--- src/rtl/bb_sig_pkg.sv ---
package bb_sig_pkg;
  localparam int INSTR_W = 32;

  // strobes from control to datapath
  typedef struct packed {
    logic clr;      // discard everything (flush)
    logic upd;      // a valid instruction is being folded in
    logic chain;    // continue the open block (else open a new one)
    logic publish;  // drive the block result onto the outputs next cycle
    logic drop;     // block closes: clear start and signature registers
  } bbStrobe_t;
endpackage

--- src/rtl/bb_sig_ctrl.sv ---
module bb_sig_ctrl
  import bb_sig_pkg::*;
#(
  parameter int MAX_LEN = 64
) (
  input  logic      clk,
  input  logic      rstN,
  input  logic      flushIn,
  input  logic      fetchValid,
  input  logic      isFlowCtl,
  output bbStrobe_t strobe,
  output logic      blkEnd,
  output logic      oversizeExc
);
  localparam int CNT_W = $clog2(MAX_LEN + 2);
  localparam logic [CNT_W-1:0] LIMIT = CNT_W'(MAX_LEN);

  logic             openQ;
  logic [CNT_W-1:0] cntQ;
  logic [CNT_W-1:0] cntNext;
  logic             take;
  logic             endHit;
  logic             overHit;
  logic             closing;

  always_comb begin
    take    = fetchValid && !flushIn;
    cntNext = (openQ ? cntQ : '0) + CNT_W'(1);
    endHit  = take && isFlowCtl;
    overHit = take && (cntNext > LIMIT);
    closing = endHit || overHit;

    strobe.clr     = flushIn;
    strobe.upd     = take;
    strobe.chain   = openQ;
    strobe.publish = endHit;
    strobe.drop    = closing;
  end

  always_ff @(posedge clk or negedge rstN) begin
    if (!rstN) begin
      openQ       <= 1'b0;
      cntQ        <= '0;
      blkEnd      <= 1'b0;
      oversizeExc <= 1'b0;
    end else if (flushIn) begin
      openQ       <= 1'b0;
      cntQ        <= '0;
      blkEnd      <= 1'b0;
      oversizeExc <= 1'b0;
    end else begin
      blkEnd      <= endHit;
      oversizeExc <= overHit;
      if (closing) begin
        openQ <= 1'b0;
        cntQ  <= '0;
      end else if (take) begin
        openQ <= 1'b1;
        cntQ  <= cntNext;
      end
    end
  end


  end_src_chk: assert property (@(posedge clk) disable iff (!rstN)
    blkEnd |-> $past(fetchValid && isFlowCtl && !flushIn));


  over_src_chk: assert property (@(posedge clk) disable iff (!rstN)
    oversizeExc |-> $past(fetchValid && !flushIn));


  flush_quiet_chk: assert property (@(posedge clk) disable iff (!rstN)
    $past(flushIn) |-> (!blkEnd && !oversizeExc));


  idle_hold_chk: assert property (@(posedge clk) disable iff (!rstN)
    $past(!fetchValid && !flushIn) |-> (!blkEnd && !oversizeExc && $stable(cntQ)));
endmodule

--- src/rtl/bb_sig_dp.sv ---
module bb_sig_dp
  import bb_sig_pkg::*;
#(
  parameter int ADDR_W = 32
) (
  input  logic               clk,
  input  logic               rstN,
  input  bbStrobe_t          strobe,
  input  logic [ADDR_W-1:0]  fetchPc,
  input  logic [INSTR_W-1:0] fetchInstr,
  output logic [ADDR_W-1:0]  blkStart,
  output logic [INSTR_W-1:0] blkHash
);
  logic [ADDR_W-1:0]  startQ;
  logic [INSTR_W-1:0] hashQ;
  logic [ADDR_W-1:0]  startNext;
  logic [INSTR_W-1:0] hashNext;

  always_comb begin
    startNext = strobe.chain ? startQ : fetchPc;
    hashNext  = (strobe.chain ? hashQ : '0) ^ fetchInstr;
  end

  always_ff @(posedge clk or negedge rstN) begin
    if (!rstN) begin
      startQ   <= '0;
      hashQ    <= '0;
      blkStart <= '0;
      blkHash  <= '0;
    end else if (strobe.clr) begin
      startQ   <= '0;
      hashQ    <= '0;
      blkStart <= '0;
      blkHash  <= '0;
    end else begin
      if (strobe.publish) begin
        blkStart <= startNext;
        blkHash  <= hashNext;
      end else begin
        blkStart <= '0;
        blkHash  <= '0;
      end
      if (strobe.drop) begin
        startQ <= '0;
        hashQ  <= '0;
      end else if (strobe.upd) begin
        startQ <= startNext;
        hashQ  <= hashNext;
      end
    end
  end


  drop_clear_chk: assert property (@(posedge clk) disable iff (!rstN)
    $past(strobe.drop && !strobe.clr) |-> (startQ == '0 && hashQ == '0));


  start_hold_chk: assert property (@(posedge clk) disable iff (!rstN)
    $past(strobe.upd && strobe.chain && !strobe.drop && !strobe.clr)
      |-> (startQ == $past(startQ)));


  clr_zero_chk: assert property (@(posedge clk) disable iff (!rstN)
    $past(strobe.clr) |-> (blkStart == '0 && blkHash == '0 && hashQ == '0));
endmodule

--- src/rtl/bb_sig_accum.sv ---
module bb_sig_accum
  import bb_sig_pkg::*;
#(
  parameter int ADDR_W  = 32,
  parameter int MAX_LEN = 64
) (
  input  logic               clk,
  input  logic               rstN,
  input  logic               flushIn,
  input  logic               fetchValid,
  input  logic [ADDR_W-1:0]  fetchPc,
  input  logic [INSTR_W-1:0] fetchInstr,
  input  logic               isFlowCtl,
  output logic [ADDR_W-1:0]  blkStart,
  output logic [INSTR_W-1:0] blkHash,
  output logic               blkEnd,
  output logic               oversizeExc
);
  bbStrobe_t strobe;

  bb_sig_ctrl #(.MAX_LEN(MAX_LEN)) u_ctrl (
    .clk         (clk),
    .rstN        (rstN),
    .flushIn     (flushIn),
    .fetchValid  (fetchValid),
    .isFlowCtl   (isFlowCtl),
    .strobe      (strobe),
    .blkEnd      (blkEnd),
    .oversizeExc (oversizeExc)
  );

  bb_sig_dp #(.ADDR_W(ADDR_W)) u_dp (
    .clk        (clk),
    .rstN       (rstN),
    .strobe     (strobe),
    .fetchPc    (fetchPc),
    .fetchInstr (fetchInstr),
    .blkStart   (blkStart),
    .blkHash    (blkHash)
  );


  out_zero_chk: assert property (@(posedge clk) disable iff (!rstN)
    !blkEnd |-> (blkStart == '0 && blkHash == '0));
endmodule

--- config.mk ---
export PLATFORM = sky130hd
export DESIGN_NAME = bb_sig_accum
export DESIGN_NICKNAME = d
export VERILOG_FILES = /design/src/rtl/bb_sig_pkg.sv /design/src/rtl/bb_sig_ctrl.sv /design/src/rtl/bb_sig_dp.sv /design/src/rtl/bb_sig_accum.sv
export SDC_FILE = /design/constraint.sdc
export NUM_CORES = 1
export LEC_CHECK = 0
export ABC_AREA = 1
export BUFFER_PORTS_ARGS = -buffer_cell sky130_fd_sc_hd__buf_4
export CAP_MARGIN = 20
export CELL_PAD_IN_SITES_DETAIL_PLACEMENT = 0
export CELL_PAD_IN_SITES_GLOBAL_PLACEMENT = 1
export CORE_ASPECT_RATIO = 0.5
export CORE_MARGIN = 2
export CORE_UTILIZATION = 43
export DETAILED_ROUTE_END_ITERATION = 6
export PLACE_DENSITY = 0.91
export SYNTH_ARGS = -nofsm -noshare
export SYNTH_HDL_FRONTEND = slang
export SYNTH_SLANG_ARGS = --single-unit
--- constraint.sdc ---
create_clock -name clk -period 5.5 [get_ports clk]
set_clock_uncertainty 0.05 [all_clocks]
set_input_delay 0.275 -clock clk [delete_from_list [all_inputs] [get_ports clk]]
set_output_delay 0.275 -clock clk [all_outputs]
set_load 0.02 [all_outputs]
==> results of run 1 <==
per-layer routing:
layer	vias to the layer above	wire (um)	GRT usage
met2	94	6350	0.325
met4	0	89	0.0619
met1	2233	6030	0.234
li1	2432	-	-
met3	8	490	0.0384
met5	-	0	0
worst min-delay path: stages:
cell and delay (ns):
buf_4 0.08, xor2_1 0.07, nor2_1 0.07
worst min-delay path by stage:
stage                   startpoint                to  slack, ns  cells after the start
detailed placement            rstN    u_dp.hashQ[26]       0.33                      1
CTS                 fetchInstr[25]  u_dp.blkHash[25]       0.07                      3
floorplan                     rstN     u_ctrl.blkEnd      -0.07                      0
global route        fetchInstr[27]  u_dp.blkHash[27]       0.09                      3
global placement              rstN    u_dp.hashQ[26]       0.32                      1
finish              fetchInstr[25]  u_dp.blkHash[25]       0.08                      3
state kept, by name, indices dropped and copies added, names as in the netlist:
signal              count
u_ctrl.blkEnd           1
u_ctrl.cntQ             7
u_ctrl.openQ            1
u_ctrl.oversizeExc      1
u_dp.blkHash           32
u_dp.blkStart          32
u_dp.hashQ             32
u_dp.startQ            32
layout by cell type (no fill, tap or decap), types with 2 or more instances in the layout:
cell	count
clkinvlp_4	3
clkbuf_8	2
inv_1	108
bufinv_16	4
nand4_1	2
xor2_1	32
nand3_1	74
o21ai_0	33
clkbuf_16	17
nor2_4	2
buf_4	137
dfrtp_1	137
nor2_1	70
nand2_1	227
clkinv_4	4
power groups by stage:
stage | Sequential (W) | Combinational [W] | Clock (W)
6_report | 0.00107 | 0.000192 | 0.00122
5_1_grt | 0.00108 | 0.000218 | 0.00130
4_1_cts | 0.00107 | 0.000197 | 0.00125
3_5_place_dp | 0.00109 | 0.000195 | 0
3_3_place_gp | 0.00109 | 0.000192 | 0
2_1_floorplan | 0.00109 | 0.0000876 | 0
timing repair:
action	4_1_cts	5_1_grt
buffers inserted	0	0
hold endpoints to repair	83	0
hold buffers	1	0
area by class of cell:
class / count / area, um2
Multi-Input combinational cell: 446 / 2010
Sequential cell: 138 / 3460
Fill cell: 1267 / 5850
Timing Repair Buffer: 139 / 1050
Inverter: 108 / 405
Clock inverter: 13 / 191
Clock buffer: 19 / 453
Tap cell: 192 / 240
through the flow:
stage	utilization	std cells	hold WS [ns]	total power (W)	worst slack, ns
2_1_floorplan	-	731	-0.0706	0.00118	3.32
3_3_place_gp	0.524	1022	0.320	0.00128	2.51
3_5_place_dp	0.524	1022	0.329	0.00129	2.42
4_1_cts	0.572	1055	0.0674	0.00252	2.39
5_1_grt	0.572	1055	0.0851	0.00259	1.97
6_report	0.572	1055	0.0803	0.00249	2.37
cells by family (layout without fill, tap and decap cells):
group / count (synthesis) / in the layout / share of synthesized area
compound gates: 35 / 35 / 0.0293
flops: 138 / 138 / 0.570
simple gates: 378 / 378 / 0.252
buf+inv: 147 / 279 / 0.100
xor+xnor: 32 / 32 / 0.0463
fa+ha+maj: 1 / 1 / 0.00206
Yosys cell counts:
cell type	count	area, um2
nand2_1	228	856
dfrtp_1	138	3450
inv_1	108	405
nand3_1	74	370
nor2_1	72	270
o21ai_0	33	165
xor2_1	32	280
clkbuf_1	29	109
buf_6	7	78.8
buf_1	2	7.51
nand4_1	2	12.5
a21oi_1	1	5.00
buf_4	1	7.51
ha_1	1	12.5
nand2_4	1	11.3
nor2_2	1	6.26
o21bai_1	1	7.51
==> impl_metrics.json, run 1 <==
{
  "status": "finished, final reports clean",
  "port_buffers": 134,
  "cp_slowest_cell": "dfrtp_4",
  "power_frac_clock": 0.491,
  "peakVddDrop_mv": 0.214,
  "worstHoldPathType": "primary input to flip-flop",
  "cts_resized": 0,
  "synthCells": 731,
  "p_leak_nw": 4.40,
  "reg2reg_slack_ns": 2.37,
  "worstRegToRegCells": 12,
  "drt_wl_total_um": 13000,
  "areaGrowthSynthToFinish_pct": 28.9,
  "worst_path_dominant_cell_family": "simple AND/OR/NAND/NOR gates",
  "switching_share": 0.231,
  "synth_warnings": 0,
  "worstPathCellList": "nand2_1 > inv_1 > ha_1 > nand2_1 > nor2_1 > nand3_1 > nand2_1 > nand2_1 > nor2_2 > nand2_4 > nand3_1 > nand2_1",
  "clockBufferDepth": 2,
  "syn_nets": 801,
  "cpMostUsedCell": "nand2_1",
  "cts_root_buf": "clkbuf_16",
  "firstDrtPassIters": 5,
  "final_antenna_net_count": 0,
  "layout-drive-gt1-share": 0.204,
  "floorplan.die_area_mm2": 0.0151,
  "start_util": 0.443,
  "crit_path_end_kind": "flip-flop",
  "postSynthAreaPerCell_um2": 8.29,
  "setup-tns-final_ns": 0,
  "drv_slew": 0,
  "numCtsBuffers": 17,
  "cts_tree": "built",
  "fin_crit_sh": 0.568,
  "synth_area_mm2": 0.00606,
  "synth.distinct_cells": 17,
  "period_minus_slack_ns": 3.13,
  "setup_violations": 0,
  "clkTransAtPathRegs_ns": 0.06,
  "wl_per_cell_um": 12.3,
  "grt_pass1_vias": 4730,
  "reg2reg_to": "u_dp.startQ[1]",
  "start_kind": "flip-flop",
  "via_count": 4767,
  "slowest_delay_ns": 1.04,
  "rows": 30,
  "setup.worst_path.end": "u_dp.startQ[1]",
  "grt_pass1_wl_um": 21900,
  "antenna_cells": 0,
  "drtIter0Drc": 345,
  "nets": 920,
  "relSlewSlack": 0.329,
  "worst-path-stages": 12,
  "required_ns": 5.73,
  "power_frac_comb": 0.077,
  "gp_congestion": 0.777,
  "path_class": "flip-flop to flip-flop",
  "path_buf_inv": 1,
  "ys_ff_latch": 138,
  "pwr_density_cell_mw_per_mm2": 318,
  "fmax_ghz": 0.320,
  "insertion_delay_ns": 0.40,
  "drc_errors": 0,
  "num_io_pins": 135,
  "maxCapViolCount": 0,
  "grt_max_degree": 106,
  "regToRegStartpoint": "u_ctrl.openQ",
  "critPathLaunch": "u_ctrl.openQ",
  "hpwl_um": 7920,
  "crit_arrival_ns": 3.36,
  "yosysSeqAreaShare": 0.570,
  "p_switching_w": 0.000573,
  "vias_per_cell": 4.52,
  "cts_sinks": 138,
  "die_x_um": 172,
  "placed_cell_area_mm2": 0.00716,
  "final_area_mm2": 0.00781,
  "overflow": 0,
  "tightest_slew_ns": 1.01,
  "core_area_mm2": 0.0137,
  "grt_usage": 0.185,
  "internal-power_w": 0.00191,
  "grt_setup_unrepaired": "false",
  "final_hold_viol_count": 0,
  "crit_fanout": 105,
  "die_h_um": 87.9,
  "pwr-share-seq": 0.432,
  "h-tree-depth": 4,
  "antenna_found_initial": 0
}
No activity file was read; power rests on OpenSTA's default activity.
==> run 2, diff against run 1 <==
- ABC_AREA: 1 -> 0
- CORE_UTILIZATION: 43 -> 42
- PLACE_DENSITY: 0.91 -> 0.86
- clock period: 5.5 -> 2.9 ns (I/O delays scaled with it)
==> run 2 against run 1 <==
Against the previous run: total power is 98% higher; die area is 4.6% higher; core utilization is 3.2 points higher; cell count is 3.7% lower; non-clock buffer count is 70 higher; global-route usage is 1.7 points higher; worst setup slack worse by 2.2 ns; combinational power grew to 2.7 times the previous value; via count is 8.9% higher; cell area is 11% higher; routed wire length is 19% higher; critical endpoint is now u_dp.hashQ[8].
==> impl_metrics.json, run 2 <==
{
  "ys_ff_latch": 138,
  "hpwl_um": 9220,
  "fillCellCount": 1235,
  "synthDominantCellAreaShare": 0.557,
  "required_ns": 3.18,
  "yosysTopAreaCell": "dfrtp_1",
  "syn_nets": 691,
  "cts_sinks": 138,
  "worstHoldStart": "fetchInstr[10]",
  "peakVddDrop_mv": 0.409,
  "layout_commonest_cell": "buf_4",
  "p_total_w": 0.00493,
  "reg2reg_slack_ns": 0.21,
  "die_h_um": 89.9,
  "regToRegStartpoint": "u_ctrl.openQ",
  "p_leak_nw": 4.09,
  "grt_pass1_vias": 5191,
  "num_io_pins": 135,
  "setup_violations": 0,
  "numCtsBuffers": 17,
  "worstHoldPathType": "primary input to flip-flop",
  "synth_commonest_cells": "138 x dfrtp_1, 136 x nand2_1, 104 x nor2_1, 34 x a221o_1",
  "fin_crit_sh": 0.929,
  "die_x_um": 176,
  "via_count": 5190,
  "period_minus_slack_ns": 2.69,
  "drtIter0Drc": 361,
  "maxCapViolCount": 0,
  "grt_setup_unrepaired": "false",
  "antenna_cells": 0,
  "port_buffers": 134,
  "synth_warnings": 0,
  "start_kind": "flip-flop",
  "grt_max_degree": 75,
  "async_flop_share": 1.00,
  "rows": 31,
  "layout-drive-gt1-share": 0.232,
  "slowest_delay_ns": 0.57,
  "start_util": 0.430,
  "synth_area_mm2": 0.00620,
  "drv_slew": 0,
  "drt_wl_total_um": 15400,
  "core_area_mm2": 0.0144,
  "postSynthAreaPerCell_um2": 9.99,
  "reg2reg_to": "u_dp.hashQ[8]",
  "fmax_ghz": 0.371,
  "clkTransAtPathRegs_ns": 0.06,
  "grt_usage": 0.203,
  "cts_root_buf": "clkbuf_16",
  "synth_area_leaders": "dfrtp_1 56%, nand2_1 8.2%, nor2_1 6.3%",
  "relSlewSlack": 0.439,
  "worstPathCellList": "and2_1 > ha_1 > and3_4 > mux2i_1 > or4_4 > buf_12 > a21oi_4 > buf_4 > a221o_1",
  "areaGrowthSynthToFinish_pct": 40.4,
  "drc_errors": 0,
  "pwr_density_cell_mw_per_mm2": 566,
  "yosysSeqAreaShare": 0.557,
  "final_antenna_net_count": 0,
  "gp_congestion": 0.812,
  "cp_slowest_cell": "or4_4",
  "min_to": "u_dp.blkHash[10]",
  "synth_flop_cell": "dfrtp_1",
  "final_hold_viol_count": 0,
  "synth.distinct_cells": 37,
  "clockBufferDepth": 2,
  "tightest_slew_ns": 0.841,
  "crit_fanout": 33,
  "synth.most_common_cell": "dfrtp_1",
  "antenna_found_initial": 0,
  "vias_per_cell": 5.11,
  "floorplan.die_area_mm2": 0.0158,
  "worstRegToRegCells": 9,
  "synthCells": 621,
  "crit_arrival_ns": 2.97,
  "overflow": 0,
  "final_cell_mix": "142 x buf_4, 137 x dfrtp_1, 134 x nand2_1, 102 x nor2_1, 61 x dlygate4sd3_1",
  "nets": 876,
  "h-tree-depth": 4,
  "cts_tree": "built",
  "firstDrtPassIters": 5,
  "insertion_delay_ns": 0.40,
  "setup-tns-final_ns": 0,
  "synth_edf_count": 0,
  "status": "finished, final reports clean",
  "crit_path_end_kind": "flip-flop",
  "min_delay_path_depth": 3,
  "grt_pass1_wl_um": 26000,
  "path_class": "flip-flop to flip-flop",
  "wl_per_cell_um": 15.2
}
run 2: cell types whose count changed in the layout (fill, tap and decap cells not counted), sizes merged, moves of 4 or more:
| cell | before | now |
|---|---|---|
| a211oi | 0 | 33 |
| dlygate4sd3 | 1 | 61 |
| a22o | 0 | 5 |
| nor2 | 73 | 104 |
| buf | 138 | 148 |
| nand2 | 229 | 136 |
| nand3 | 74 | 0 |
| and3 | 0 | 4 |
| mux2i | 0 | 33 |
| inv | 109 | 4 |
| a221o | 0 | 34 |
run 2: area by class of cell:
class                           count  area (um2)  share of cell area
Multi-Input combinational cell    436        2540               0.292
Clock buffer                       20         467              0.0536
Timing Repair Buffer              209        1790               0.205
Sequential cell                   138        3460               0.397
Inverter                            4        15.0             0.00172
Clock inverter                     11         193              0.0221
Tap cell                          198         248              0.0285
run 2: worst max path at each step:
stage | cells past startpoint | from | endpoint | slack [ns]
final | 9 | u_ctrl.openQ | u_dp.hashQ[8] | 0.21
after global routing | 10 | u_ctrl.openQ | u_dp.hashQ[8] | 0.08
after CTS | 9 | u_ctrl.openQ | u_dp.hashQ[8] | 0.11
after detailed placement | 9 | u_ctrl.openQ | u_dp.hashQ[1] | 0.12
after global placement | 9 | u_ctrl.openQ | u_dp.hashQ[2] | 0.21
after floorplan | 12 | u_ctrl.openQ | u_dp.hashQ[27] | 0.01
run 2: metrics by stage:
step	util	worst slack, ns	instance area, um2	hold WS (ns)	instances
6_report	0.603	0.206	8710	0.0300	1016
2_1_floorplan	-	0.0121	6210	-0.201	621
4_1_cts	0.603	0.113	8700	0.0125	1016
3_3_place_gp	0.515	0.206	7430	0.0744	924
5_1_grt	0.603	0.0838	8710	0.0191	1016
3_5_place_dp	0.515	0.119	7430	0.0796	924
run 2: logic make-up (layout without fill, tap and decap cells):
| group | Yosys count | count (layout) | synth area share |
|---|---|---|---|
| mux | 33 | 33 | 0.0533 |
| simple gates | 254 | 254 | 0.161 |
| buf+inv | 47 | 244 | 0.0385 |
| fa+ha+maj | 1 | 1 | 0.00202 |
| flops | 138 | 138 | 0.557 |
| compound gates | 115 | 115 | 0.142 |
| xor+xnor | 33 | 33 | 0.0466 |
run 2: timing repair:
item	in CTS	in global routing
setup endpoints to repair	0	3
hold buffers	61	0
setup buffers	0	0
endpoints found under the hold margin	139	0
resized for setup	0	1
run 2: worst max-delay path: cells and delay by family (launching register included):
family | cells | cell delay, ns
fa+ha+maj | 1 | 0.23
compound gates | 2 | 0.34
buf+inv | 2 | 0.44
flops | 1 | 0.49
simple gates | 3 | 0.93
mux | 1 | 0.13
run 2: power breakdown:
part / total [W] / switching, W / leakage [nW] / internal (W)
Sequential: 0.00201 / 0.0000276 / 1.89 / 0.00198
Combinational: 0.000509 / 0.000273 / 1.88 / 0.000236
Clock: 0.00241 / 0.000815 / 0.318 / 0.00159
run 2: layer usage:
layer	global-route usage	up-vias	part of all wire
met2	0.326	144	0.48
met4	0.0606	0	0.014
met5	0	-	0
met3	0.0398	20	0.041
met1	0.280	2532	0.46
li1	-	2494	-
